### config.mk
export PLATFORM = sky130hd
export DESIGN_NAME = boot_overlay_ctrl
export DESIGN_NICKNAME = d
export VERILOG_FILES = /design/src/rtl/boot_ovl_pkg.sv /design/src/rtl/boot_rst_sync.sv /design/src/rtl/boot_addr_decode.sv /design/src/rtl/boot_rom_lanes.sv /design/src/rtl/boot_overlay_fsm.sv /design/src/rtl/boot_overlay_ctrl.sv
export SDC_FILE = /design/constraint.sdc
export NUM_CORES = 1
export LEC_CHECK = 0
export BUFFER_PORTS_ARGS = -buffer_cell sky130_fd_sc_hd__buf_2
export CELL_PAD_IN_SITES_DETAIL_PLACEMENT = 1
export CELL_PAD_IN_SITES_GLOBAL_PLACEMENT = 1
export CORE_MARGIN = 4
export CORE_UTILIZATION = 19
export DETAILED_ROUTE_END_ITERATION = 16
export PLACE_DENSITY = 0.76
export SLEW_MARGIN = 20
export SYNTH_ARGS = -nofsm -noshare
export SYNTH_HDL_FRONTEND = slang
export SYNTH_SLANG_ARGS = --single-unit
### constraint.sdc
create_clock -name clk -period 1.1 [get_ports clk]
set_input_delay 0 -clock clk [delete_from_list [all_inputs] [get_ports clk]]
set_output_delay 0 -clock clk [all_outputs]
set_load 0.01 [all_outputs]
### src/rtl/boot_ovl_pkg.sv
package boot_ovl_pkg;

  typedef enum logic [1:0] {
    SRC_ZERO = 2'd0,
    SRC_ROM  = 2'd1,
    SRC_RAM  = 2'd2,
    SRC_LINK = 2'd3
  } rd_src_e;

  typedef struct packed {
    logic win;
    logic ram;
    logic link;
    logic dis;
  } hit_t;

endpackage

### src/rtl/boot_rst_sync.sv
module boot_rst_sync #(
  parameter int STAGES = 2
) (
  input  logic clk,
  input  logic rst_n,
  output logic rst_s_n
);

  logic [STAGES-1:0] pipe_q;
  logic [STAGES-1:0] pipe_d;

  always_comb begin
    pipe_d = {pipe_q[STAGES-2:0], 1'b1};
  end

  always_ff @(posedge clk or negedge rst_n) begin
    if (!rst_n) begin
      pipe_q <= '0;
    end else begin
      pipe_q <= pipe_d;
    end
  end

  assign rst_s_n = pipe_q[STAGES-1];

endmodule

### src/rtl/boot_addr_decode.sv
module boot_addr_decode
  import boot_ovl_pkg::*;
#(
  parameter int          AW          = 32,
  parameter int          RAM_LOG2    = 20,
  parameter int          WIN_LOG2    = 7,
  parameter logic [31:0] LINK_BASE   = 32'h0040_0000,
  parameter logic [31:0] LINK_MIRROR = 32'h003F_FFFC,
  parameter logic [31:0] DIS_BASE    = 32'h0180_0000
) (
  input  logic [AW-1:0] addr,
  output hit_t          hit
);

  localparam logic [AW-1:0] LinkKeep = ~LINK_MIRROR[AW-1:0];

  always_comb begin
    hit.ram  = (addr[AW-1:RAM_LOG2] == '0);
    hit.win  = (addr[AW-1:WIN_LOG2] == '0);
    hit.link = ((addr & LinkKeep) == LINK_BASE[AW-1:0]);
    hit.dis  = (addr[AW-1:2] == DIS_BASE[AW-1:2]);
  end

endmodule

### src/rtl/boot_rom_lanes.sv
module boot_rom_lanes #(
  parameter int         WORDS = 32,
  parameter logic [7:0] SEED  = 8'hA5,
  localparam int        IW    = $clog2(WORDS)
) (
  input  logic [IW-1:0] idx,
  output logic [31:0]   word
);

  for (genvar k = 0; k < 4; k++) begin : g_lane
    logic [7:0] tbl [WORDS];

    always_comb begin
      for (int i = 0; i < WORDS; i++) begin
        tbl[i] = 8'((i * 4 + k) % 256) ^ SEED;
      end
    end

    assign word[8*k +: 8] = tbl[idx];
  end

endmodule

### src/rtl/boot_overlay_fsm.sv
module boot_overlay_fsm #(
  parameter int  DELAY = 5,
  localparam int CW    = $clog2(DELAY + 1)
) (
  input  logic          clk,
  input  logic          rst_s_n,
  input  logic          dis_trig,
  output logic          ovl_on,
  output logic [CW-1:0] cnt
);

  logic          ovl_q;
  logic          ovl_d;
  logic [CW-1:0] cnt_q;
  logic [CW-1:0] cnt_d;

  always_comb begin
    ovl_d = ovl_q;
    cnt_d = cnt_q;
    if (cnt_q != '0) begin
      cnt_d = cnt_q - 1'b1;
      if (cnt_q == CW'(1)) begin
        ovl_d = 1'b0;
      end
    end else if (dis_trig && ovl_q) begin
      cnt_d = CW'(DELAY);
    end
  end

  always_ff @(posedge clk or negedge rst_s_n) begin
    if (!rst_s_n) begin
      ovl_q <= 1'b1;
      cnt_q <= '0;
    end else begin
      ovl_q <= ovl_d;
      cnt_q <= cnt_d;
    end
  end

  assign ovl_on = ovl_q;
  assign cnt    = cnt_q;

endmodule

### src/rtl/boot_overlay_ctrl.sv
module boot_overlay_ctrl
  import boot_ovl_pkg::*;
#(
  parameter int          RAM_BYTES   = 1048576,
  parameter int          ROM_WORDS   = 32,
  parameter int          DIS_DELAY   = 5,
  parameter logic [7:0]  ROM_SEED    = 8'hA5,
  parameter logic [31:0] LINK_BASE   = 32'h0040_0000,
  parameter logic [31:0] LINK_MIRROR = 32'h003F_FFFC,
  parameter logic [31:0] DIS_BASE    = 32'h0180_0000,
  localparam int         RAM_LOG2    = $clog2(RAM_BYTES),
  localparam int         RAM_AW      = RAM_LOG2 - 2,
  localparam int         ROM_IW      = $clog2(ROM_WORDS),
  localparam int         WIN_LOG2    = ROM_IW + 2,
  localparam int         CNT_W       = $clog2(DIS_DELAY + 1)
) (
  input  logic              clk,
  input  logic              rst_n,
  input  logic [31:0]       bus_addr,
  input  logic              bus_rd,
  input  logic              bus_wr,
  input  logic [31:0]       bus_wdata,
  output logic [31:0]       bus_rdata,
  output logic              bus_rvalid,
  output logic              ram_en,
  output logic              ram_we,
  output logic [RAM_AW-1:0] ram_addr,
  output logic [31:0]       ram_wdata,
  input  logic [31:0]       ram_rdata,
  input  logic              link_in,
  output logic              link_out
);

  logic             rst_s_n;
  hit_t             hit;
  logic [31:0]      rom_word;
  logic             ovl_on;
  logic [CNT_W-1:0] dis_cnt;
  logic             dis_trig;
  logic             rom_sel;

  rd_src_e          src_d;
  rd_src_e          src_q;
  logic [31:0]      held_d;
  logic [31:0]      held_q;
  logic             rvalid_d;
  logic             rvalid_q;
  logic             in_d;
  logic             in_q;
  logic             out_d;
  logic             out_q;
  logic             out_en;

  boot_rst_sync #(.STAGES(2)) u_rst (
    .clk     (clk),
    .rst_n   (rst_n),
    .rst_s_n (rst_s_n)
  );

  boot_addr_decode #(
    .AW          (32),
    .RAM_LOG2    (RAM_LOG2),
    .WIN_LOG2    (WIN_LOG2),
    .LINK_BASE   (LINK_BASE),
    .LINK_MIRROR (LINK_MIRROR),
    .DIS_BASE    (DIS_BASE)
  ) u_dec (
    .addr (bus_addr),
    .hit  (hit)
  );

  boot_rom_lanes #(
    .WORDS (ROM_WORDS),
    .SEED  (ROM_SEED)
  ) u_rom (
    .idx  (bus_addr[WIN_LOG2-1:2]),
    .word (rom_word)
  );

  assign dis_trig = bus_rd && hit.dis;

  boot_overlay_fsm #(.DELAY(DIS_DELAY)) u_fsm (
    .clk      (clk),
    .rst_s_n  (rst_s_n),
    .dis_trig (dis_trig),
    .ovl_on   (ovl_on),
    .cnt      (dis_cnt)
  );

  // Read steering: ROM shadows RAM only inside the window while enabled.
  assign rom_sel = hit.win && ovl_on;

  always_comb begin
    src_d = SRC_ZERO;
    if (bus_rd) begin
      if (rom_sel) begin
        src_d = SRC_ROM;
      end else if (hit.ram) begin
        src_d = SRC_RAM;
      end else if (hit.link) begin
        src_d = SRC_LINK;
      end
    end
  end

  always_comb begin
    unique case (src_d)
      SRC_ROM:  held_d = rom_word;
      SRC_LINK: held_d = {31'd0, in_q};
      default:  held_d = '0;
    endcase
  end

  assign rvalid_d = bus_rd;
  assign in_d     = link_in;
  assign out_en   = bus_wr && hit.link;
  assign out_d    = out_en ? bus_wdata[0] : out_q;

  // RAM port: writes always pass, reads only when not shadowed.
  assign ram_we    = bus_wr && hit.ram;
  assign ram_en    = ram_we || (bus_rd && hit.ram && !rom_sel);
  assign ram_addr  = bus_addr[RAM_LOG2-1:2];
  assign ram_wdata = bus_wdata;

  always_ff @(posedge clk or negedge rst_s_n) begin
    if (!rst_s_n) begin
      src_q    <= SRC_ZERO;
      held_q   <= '0;
      rvalid_q <= 1'b0;
      in_q     <= 1'b0;
      out_q    <= 1'b0;
    end else begin
      src_q    <= src_d;
      held_q   <= held_d;
      rvalid_q <= rvalid_d;
      in_q     <= in_d;
      out_q    <= out_d;
    end
  end

  assign bus_rdata  = (src_q == SRC_RAM) ? ram_rdata : held_q;
  assign bus_rvalid = rvalid_q;
  assign link_out   = out_q;

endmodule

==> results of run 1 <==
-- layout make-up --
cell class,instances,share of cell area (%)
repair buffers,171,44.7
multi-input cells,89,30.5
flip-flops and latches,18,17.3
well taps,102,4.88
clock buffers,4,1.72
inverters,6,0.861
-- repair_timing --
item / CTS / global route
gates cloned: 3 / 1
gates resized for setup: 39 / 17
endpoints found under the setup margin: 46 / 47
hold endpoints to repair: 5 / 0
hold buffers: 4 / 0
buffers inserted: 9 / 7
pin swaps: 18 / 18
-- where the power goes --
| group | leakage (uW) | internal, uW | switching (uW) |
|---|---|---|---|
| Clock | 0.0000228 | 257 | 211 |
| Combinational | 0.00133 | 153 | 136 |
| Sequential | 0.000239 | 670 | 2.29 |
| Total | 0.00159 | 1080 | 350 |
-- cells in the mapped netlist (3+ instances only) --
| cell | number |
|---|---|
| a21o_1 | 28 |
| a21oi_1 | 4 |
| nand3_1 | 3 |
| clkbuf_1 | 5 |
| buf_4 | 50 |
| nor3_1 | 5 |
| nor2_1 | 4 |
| nor2b_1 | 7 |
| and2_1 | 7 |
| dfrtp_1 | 17 |
| mux2_2 | 3 |
| inv_1 | 6 |
| nand2_1 | 3 |
-- layer usage --
metal / global-route usage (%) / up-vias / share of wire [%]
li1: - / 767 / -
met1: 11.1 / 755 / 34
met2: 23.6 / 115 / 56
met3: 3.66 / 11 / 9.1
met4: 2.77 / 0 / 1.3
met5: 0 / - / 0
-- logic make-up after synthesis --
| logic type | Yosys count | share of synthesized area, % |
|---|---|---|
| mux | 4 | 2.96 |
| other cells | 1 | 0.246 |
| fa+ha+maj | 2 | 1.64 |
| simple gates | 46 | 21.3 |
| flops | 18 | 29.6 |
| buf+inv | 61 | 27.3 |
| compound gates | 36 | 16.9 |
-- metrics by stage --
step / instance area [sq um] / hold WS (ps) / worst slack, ps / TNS [ps] / util (%)
floorplan: 1560 / -296 / -442 / -3150 / -
global placement: 2120 / -214 / -448 / -7500 / 27.4
detailed placement: 2120 / -214 / -500 / -8900 / 27.4
CTS: 2490 / 0.0749 / -585 / -17410 / 32.1
global route: 2620 / 0.0155 / -680 / -20280 / 33.7
finish: 2620 / 0.00393 / -602 / -16890 / 33.7
-- final timing paths --
kind / depth (start not counted) / slack (ps) / startpoint / end
min reg2reg: 1 / 180 / u_rst.pipe_q[1] / held_q[26]
max in group asynchronous: 1 / 670 / u_rst.pipe_q[1] / u_fsm.ovl_on
max reg2reg: 7 / -600 / u_fsm.ovl_on / src_q[0]
max: 7 / -600 / u_fsm.ovl_on / src_q[0]
min in group asynchronous: 2 / 70 / rst_n / u_rst.pipe_q[1]
min: 0 / 0.004 / bus_wdata[13] / ram_wdata[13]
-- flip-flops by register name, summed over array words and instances, names as in the netlist --
signal        cells
u_fsm.ovl_on      1
in_q              1
bus_rvalid        1
u_fsm.cnt         3
held_q            7
u_rst.pipe_q      2
link_out          1
src_q             2
==> results.md, run 1 <==
- Initial Utilization: 19.6%
- Hold WC Path Type: primary input to primary output
- Area of the multi-input gates: 798 sq um
- Ratio of cells with drive above 1 in the final layout: 70.1%
- CTS tree: done
- GP Congestion: ~0.79
- Worst-Skew Late Latency: 250 ps
- Total chip power: ~1400 uW
- Element type at the critical path end: flop
- Placed Cells: about 370
- CORE AREA: 7770 sq um
- Total area of sequential cells: 452 sq um
- Final HPWL DP: 4830 um
- H-Tree Depth: 1
- Slowest CP cell: dfstp_2
- CP Buf/Inv Count: 3
- Final hold viol count: 0
- Post-synth top flop: dfrtp_1
- Nets: 392
- Maximum vdd drop: 0.476 mV
- Final setup fails: 45
- Status: complete, but fails checks
- Clock slew at reported path FFs: around 70 ps
- Vias: around 1,600
- Seq/Total Area, Yosys: approximately 30%
- Yosys top cell by area: dfrtp_1
- RSZ-0062 raised after global routing: yes
- CP peak stage delay: 530 ps
- Fin Clk Skew: 0.580 ps
- Detailed Route WL: 6080 um
- Vias per cell: 4.23
- Chip height: 97.6 um
- Vias in the first global route: 1,825
- CP Max Fanout: 4
- Routed WL per cell: around 16 um
- Max Fclk: 587 MHz
- Critical path type: flop to flop
- Top post-synthesis cells by area: dfrtp_1, buf_4, a21o_1
- Count of yosys warnings during synthesis: 0
- Critical path arrival: between 1500 and 2000 ps
- Most Frequent Cell on Critical Path: buf_4
- Pins Over Slew Limit: 0
- Fillers: 905
- CP cell instances: nor4b_4, nand4_2, buf_6, buf_4, buf_4, or2_4, a21oi_2
- Num rows: 32
- Synthesized Nets: 271
- Routed Antenna Nets: 0
- Initial DRC Count: 17
- Post-synth ARST share: 100%
- Clock Sinks: 18
- Diode count: 0
- Pre-antenna DRT Iters: 3
- Post-synth top area share: between 20% and 30%
- Synth Area per Inst: 9.07 sq um
- Post-route worst setup slack: -602 ps
- Chip width: just under 100 um
- Die area: 9520 sq um
- MaxCap Viol Count: 0
- Yosys cell types: 34
- Commonest non-fill, non-tap cell in the layout: buf_2
- # DRC: 0
- Power Dens Cells: 546 nW/um^2
- Pin count of the biggest net entering global routing: 17
- Total grt overflow: 0
- Post-synth EDFFs: 0
- Synthesis-to-finish area growth: 71.6%
- Crit share post-route: 155%
- Clk Tree Root Cell: clkbuf_8
- Io pins: 187
- Clock tree buffer depth: 2
- Port Buffers: 124
- Critical path required time: 1280 ps
- Most frequent cells in the layout: buf_2, a21o_1, buf_4
- Tmin final: approximately 1700 ps
- #FFs+latches synth: 18
- LEAKAGE: 0.00159 uW
- Post-Syn Instances: 168
- CP startpoint kind: flop
- Num CTS Buffers: 3
- GR Util All Layers: a little under an eighth
- Final Non-Filler Cells: a little under 400
- Initial antenna violation count: 0
- Failing checks: negative setup slack
- First-pass GRT wire length: between 9000 and 10,000 um
- Delay-heaviest family, CP: simple AND/OR/NAND/NOR gates
- Mapped cell area: 1520 sq um
(Power assumes the default switching activity.)
==> inputs of run 2 (changes only) <==
ABC_AREA = 1   (was unset)
==> run 2 against run 1 <==
- the flow still finishes with violations (negative setup slack)
- cell count grew 14%
- non-clock buffer count fell by 23
- die area rose by 8.4%
- clock skew rose by 3.1 ps
- clock power rose by 13%
- critical endpoint is now ram_en
- highest routed layer unchanged
==> results.md, run 2 <==
- Post-synth ARST share: 100% (unchanged)
- Status: complete, but fails checks
- Synth Area per Inst: 6.82 sq um (-25%)
- Combinational share of power: 19.7% (-0.5 points)
- Chip width: 102 um (+4.1%)
- Largest register by flop count: held_q
- Power Dens Cells: 522 nW/um^2 (-4.5%)
- Register share of total power: 45.0% (-2.0 points)
- #FFs+latches synth: 18 (unchanged)
- Post-synth top area share: 25.6% (-2.4 points)
- Vias: 1,826 (+11%)
- Maximum vdd drop: 0.392 mV (-18%)
- Max Fclk: 693 MHz (+18%)
- Routed WL per cell: 14.2 um (-9.0%)
- Total area of sequential cells: 453 sq um (+0.28%)
- Clk Tree Root Cell: clkbuf_8
- Critical path type: flop to primary output
- Yosys top cell by area: dfrtp_1
- CTS tree: done
- Element type at the critical path end: primary output
- Pins Over Slew Limit: 0 (unchanged)
- Commonest cells post-synth: nand2_1, buf_4, nand3_1
- Routed Antenna Nets: 0 (unchanged)
- Fin util: 34.3% (+0.61 points)
- CP Max Fanout: 4 (unchanged)
- Clock slew at reported path FFs: 70 ps (about the same)
- Top post-synthesis cells by area: dfrtp_1, buf_4, nand2_1
- First-pass GRT wire length: 8410 um (-6.7%)
- Fin Clk Skew: 3.71 ps (+3.13 ps)
- CORE AREA: 8380 sq um (+7.9%)
- Hold WC Path Type: primary input to primary output
- Reg2Reg Launch Point: u_fsm.ovl_on
- Final HPWL DP: 5020 um (+4.0%)
- Failing checks: negative setup slack
- Critical path arrival: 1440 ps (-440 ps)
- Worst-Skew Late Latency: 250 ps (about the same)
- Die area: 10,300 sq um (+8.4%)
- Critical path required time: 1100 ps (-180 ps)
- Pre-antenna DRT Iters: 4 (+1)
- Hold path start: bus_wdata[11]
- Worst R2R End: held_q[27]
- Hold Path End: ram_wdata[11]
- Initial antenna violation count: 0 (unchanged)
- Crit share post-route: 131% (-24 points)
- Tmin final: 1440 ps (-260 ps)
- Hold path depth: 0 (unchanged)
- Diode count: 0 (unchanged)
- Io pins: 187 (unchanged)
- Most frequent cells in the layout: buf_2, nand2_1, inv_1, buf_6, nand3_1
- Commonest non-fill, non-tap cell in the layout: buf_2
- Ratio of cells with drive above 1 in the final layout: 65.6% (-4.6 points)
- Switching portion of total power: 24.4% (-0.054 points)
- LEAKAGE: 0.00159 uW (+0.40%)
- CP startpoint: u_fsm.ovl_on
- Pin count of the biggest net entering global routing: 28 (+11)
- Psw: 366 uW (+4.6%)
- Port Buffers: 124 (unchanged)
- Int Power: 1130 uW (+5.0%)
- Number of flip-flops in the largest register: 7 (unchanged)
- Final hold viol count: 0 (unchanged)
- Count of yosys warnings during synthesis: 0 (unchanged)
- Fillers: 1,004 (+11%)
- # DRC: 0 (unchanged)
- Seq/Total Area, Yosys: 27.1% (-2.5 points)
- H-Tree Depth: 1 (unchanged)
- Num rows: 33 (+3.1%)
- RSZ-0062 raised after global routing: yes
- Num CTS Buffers: 3 (unchanged)
- MaxCap Viol Count: 0 (unchanged)
- Clock Sinks: 18 (unchanged)
- Vias per cell: 4.10 (-2.9%)
- GP Congestion: 0.746 (-6.0%)
- Area of the multi-input gates: 1040 sq um (+30%)
- Total chip power: 1500 uW (+4.9%)
- Post-synth top flop: dfrtp_1
- Total grt overflow: 0 (unchanged)
- Nets: 444 (+13%)
- Post-synth EDFFs: 0 (unchanged)
- Detailed Route WL: 6310 um (+3.8%)
- Yosys cell types: 28 (-18%)
- Vias in the first global route: 1,831 (+0.33%)
- Clock share of power: 35.2% (+2.4 points)
- Initial DRC Count: 13 (-4)
- Initial Utilization: 19.9% (+0.23 points)
- Hold WS: 0.00335 ps (-0.000576 ps)
- Final setup TNS: -8350 ps (+8540 ps)
- GR Util All Layers: 10.3% (-1.4 points)
- Most common cell in the synthesized netlist: nand2_1
- Setup slack, reg-to-reg: -330 ps (+270 ps)
- Synthesized Nets: 347 (+28%)
- Mapped cell area: 1660 sq um (+9.2%)
- Post-route worst setup slack: -343 ps (+260 ps)
- Synthesis-to-finish area growth: 72.6%
- Clock tree buffer depth: 2 (unchanged)
- Chip height: 102 um (+4.1%)
- Post-Syn Instances: 244 (+45%)
- CP startpoint kind: flop
- Worst Reg-to-Reg Cells: 9 (+2)
- Final setup fails: 45 (unchanged)
-- run 2: cell types whose count changed after synthesis, moves of 4 or more --
cell | before | now
nor2b_1 | 7 | 0
inv_1 | 6 | 24
nand3_1 | 3 | 32
nor2_2 | 0 | 13
inv_2 | 0 | 5
a21o_1 | 28 | 0
nand2_1 | 3 | 60
nor2_1 | 4 | 12
nand2_2 | 0 | 4
and2_1 | 7 | 0
-- run 2: worst max-delay path: stages (launching register included) --
cell and delay (ps):
dfstp_2 540, inv_2 30, nor2_2 80, nand3_1 80, nor2_2 130, nand2_4 70
nand2_1 60, a21oi_1 60, buf_2 140
-- run 2: worst max-delay path by stage --
stage	to	slack [ps]	cells past startpoint
after detailed placement	held_q[27]	-220	8
after global placement	held_q[29]	-180	8
after floorplan	held_q[27]	-130	8
final	ram_en	-340	8
after global routing	ram_en	-430	8
after CTS	ram_en	-380	8
-- run 2: cell type report --
cell class,instances,share of cell area (%)
timing repair buffer,148,37.5
multi-input combinational,139,36.1
sequential,18,15.8
tap,105,4.57
inverter,31,4.18
clock buffer,4,1.92
-- run 2: kinds of logic (layout without fill, tap and decap cells) --
| logic type | Yosys count | count (layout) | synth area share [%] |
|---|---|---|---|
| other cells | 1 | 1 | 0.225 |
| simple gates | 132 | 132 | 38.4 |
| flops | 18 | 18 | 27.1 |
| mux | 1 | 1 | 0.677 |
| fa+ha+maj | 2 | 2 | 1.50 |
| buf+inv | 87 | 183 | 31.1 |
| compound gates | 3 | 3 | 0.902 |
-- run 2: metrics by stage --
stage,setup WS [ps],cell area [sq um],instances
floorplan,-135,1680,244
global placement,-185,2100,426
detailed placement,-222,2100,426
CTS,-375,2480,441
global route,-425,2870,445
finish,-343,2870,445
-- run 2: timing repair --
| action | CTS | global route |
|---|---|---|
| endpoints found under the hold margin | 5 | 0 |
| endpoints found under the setup margin | 45 | 46 |
| pin swaps | 7 | 13 |
| hold buffers | 4 | 0 |
| buffers inserted | 5 | 2 |
| resized for setup | 44 | 68 |
| cloned | 2 | 3 |
-- run 2: power by group through the flow --
stage / registers (uW) / logic (uW) / clock network (uW)
3_3_place_gp: 687 / 270 / 0
5_1_grt: 676 / 329 / 564
2_1_floorplan: 693 / 232 / 0
6_report: 675 / 296 / 528
3_5_place_dp: 687 / 275 / 0
4_1_cts: 675 / 292 / 541
-- run 2: metal layers --
metal | GRT usage [%] | up-vias | routed length (um)
met1 | 10.2 | 806 | 2140
met4 | 1.53 | 0 | 35
met5 | 0 | - | 0
li1 | - | 884 | -
met2 | 21.2 | 132 | 3370
met3 | 2.69 | 4 | 773
==> inputs of run 3 (changes only) <==
TNS_END_PERCENT = 1   (was unset)
==> run 3 against run 2 <==
- the flow still finishes with violations (negative setup slack)
- highest routed layer unchanged
- sequential power is essentially flat
- worst hold slack is essentially flat
- count of clock-buffer cells in the layout is the same
- register-to-register slack lost 20 ps
==> results.md, run 3 (synthesized netlist as in run 2, its figures left out) <==
- Fin Clk Skew: 1.51 ps (-2.20 ps)
- LEAKAGE: 0.00147 uW (-7.9%)
- Commonest non-fill, non-tap cell in the layout: buf_2
- CORE AREA: 8380 sq um (unchanged)
- Pin count of the biggest net entering global routing: 28 (unchanged)
- Clock Sinks: 18 (unchanged)
- Worst-Skew Late Latency: 240 ps (about the same)
- Initial Utilization: 19.9% (unchanged)
- GR Util All Layers: 11.1% (+0.89 points)
- Top Usage Layer GRT: met2
- Nets: 434 (-2.3%)
- Routed Antenna Nets: 0 (unchanged)
- Io pins: 187 (unchanged)
- Grt met2 use: 23.2% (+2.0 points)
- Routing usage on met1: 10.7% (+0.49 points)
- CP Max Fanout: 3 (-1)
- Vias: 1,781 (-2.5%)
- Power Dens Cells: 648 nW/um^2 (+24%)
- Critical path type: flop to primary output
- Vias per cell: 4.09 (-0.22%)
- Synthesis-to-finish area growth: 36.8%
- Tmin final: 1460 ps (+17.9 ps)
- Detailed Route WL: 6150 um (-2.6%)
- Most frequent cells in the layout: buf_2, nand2_1, nand3_1
- Pins Over Slew Limit: 0 (unchanged)
- Post-route worst setup slack: -361 ps (-17.9 ps)
- Final HPWL DP: 5360 um (+6.6%)
- Failing checks: negative setup slack
- Initial DRC Count: 37 (+24)
- GP Congestion: 0.731 (-1.9%)
- CTS tree: done
- Total grt overflow: 0 (unchanged)
- Clk Tree Root Cell: clkbuf_8
- # DRC: 0 (unchanged)
- Final hold viol count: 0 (unchanged)
- Chip height: 102 um (unchanged)
- Element type at the critical path end: primary output
- Largest register by flop count: held_q
- Diode count: 0 (unchanged)
- Status: complete, but fails checks
- First-pass GRT wire length: 8930 um (+6.1%)
- Setup slack, reg-to-reg: -350 ps (-20 ps)
- H-Tree Depth: 1 (unchanged)
- Max Fclk: 685 MHz (-1.2%)
- Crit share post-route: 133% (+1.6 points)
- Final setup fails: 43 (-4.4%)
- Chip width: 102 um (unchanged)
- Critical path required time: 1100 ps (about the same)
- Routed WL per cell: 14.1 um (-0.34%)
- Ratio of cells with drive above 1 in the final layout: 54.5% (-11 points)
- Final Non-Filler Cells: 435 (-2.2%)
- Critical path arrival: 1460 ps (+20 ps)
- MaxCap Viol Count: 0 (unchanged)
- Pre-antenna DRT Iters: 4 (unchanged)
- Setup WS pre-CTS: -258 ps (-35.5 ps)
- Initial antenna violation count: 0 (unchanged)
- Number of flip-flops in the largest register: 7 (unchanged)
- RSZ-0062 raised after global routing: yes
- Hold WC Path Type: primary input to primary output
- Die area: 10,300 sq um (unchanged)
- Clock tree buffer depth: 2 (unchanged)
- Num CTS Buffers: 3 (unchanged)
- Vias in the first global route: 1,818 (-0.71%)
- Num rows: 33 (unchanged)
- Maximum vdd drop: 0.347 mV (-12%)
- Port Buffers: 124 (unchanged)
- Clock slew at reported path FFs: 60 ps (about the same)
- Met3 Use GR: 3.03% (+0.34 points)
- CP startpoint kind: flop
- Placed Cells: 424 (-0.47%)
run 3: worst paths after layout:
kind                                 start              end  depth (start not counted)
min reg2reg                u_rst.pipe_q[1]     u_fsm.cnt[0]                          0
min                          bus_wdata[28]    ram_wdata[28]                          0
max reg2reg                   u_fsm.ovl_on        held_q[0]                         11
max                           u_fsm.ovl_on           ram_en                          8
max in group asynchronous  u_rst.pipe_q[1]         link_out                          1
min in group asynchronous            rst_n  u_rst.pipe_q[0]                          2
run 3: report_power, final:
part	leakage (uW)	internal, uW	switching (uW)
Sequential	0.000233	670	6.12
Clock	0.0000288	317	198
Combinational	0.00121	145	138
Total	0.00147	1130	343
run 3: metrics by stage:
step	power [uW]	area, sq um	utilization (%)	hold slack (ps)	TNS (ps)
after floorplan	925	1680	-	-296	-1010
after global placement	951	2080	24.8	-214	-3320
after detailed placement	958	2080	24.8	-212	-3970
after CTS	1500	2230	26.6	-22.2	-8920
after global routing	1570	2280	27.2	0.0489	-10200
final	1470	2280	27.2	0.0133	-6410
run 3: worst max-delay path, stage by stage, from the launching register on:
cell and delay, ps:
dfstp_2 540, inv_2 30, nor2_2 90, nand3_1 90, nor2_2 140, nand2_4 80
nand2_2 60, a21oi_1 50, buf_2 130
run 3: final cells by class:
class                           instances  area (sq um)
Fill cell                            1076          6100
Inverter                               31           118
Sequential cell                        18           452
Tap cell                              105           131
Clock buffer                            4          55.1
Multi-Input combinational cell        139           751
Timing Repair Buffer                  138           771
run 3: repair_timing:
item,CTS,global route
pin swaps,3,3
endpoints found under the setup margin,45,46
endpoints found under the hold margin,6,1
resized for setup,9,10
setup buffers,2,0
hold buffers,4,1
run 3: layer usage:
metal / share of wire (%) / vias to the layer above
li1: - / 863
met1: 31 / 808
met2: 57 / 108
met3: 12 / 2
met4: 0.37 / 0
met5: 0 / -
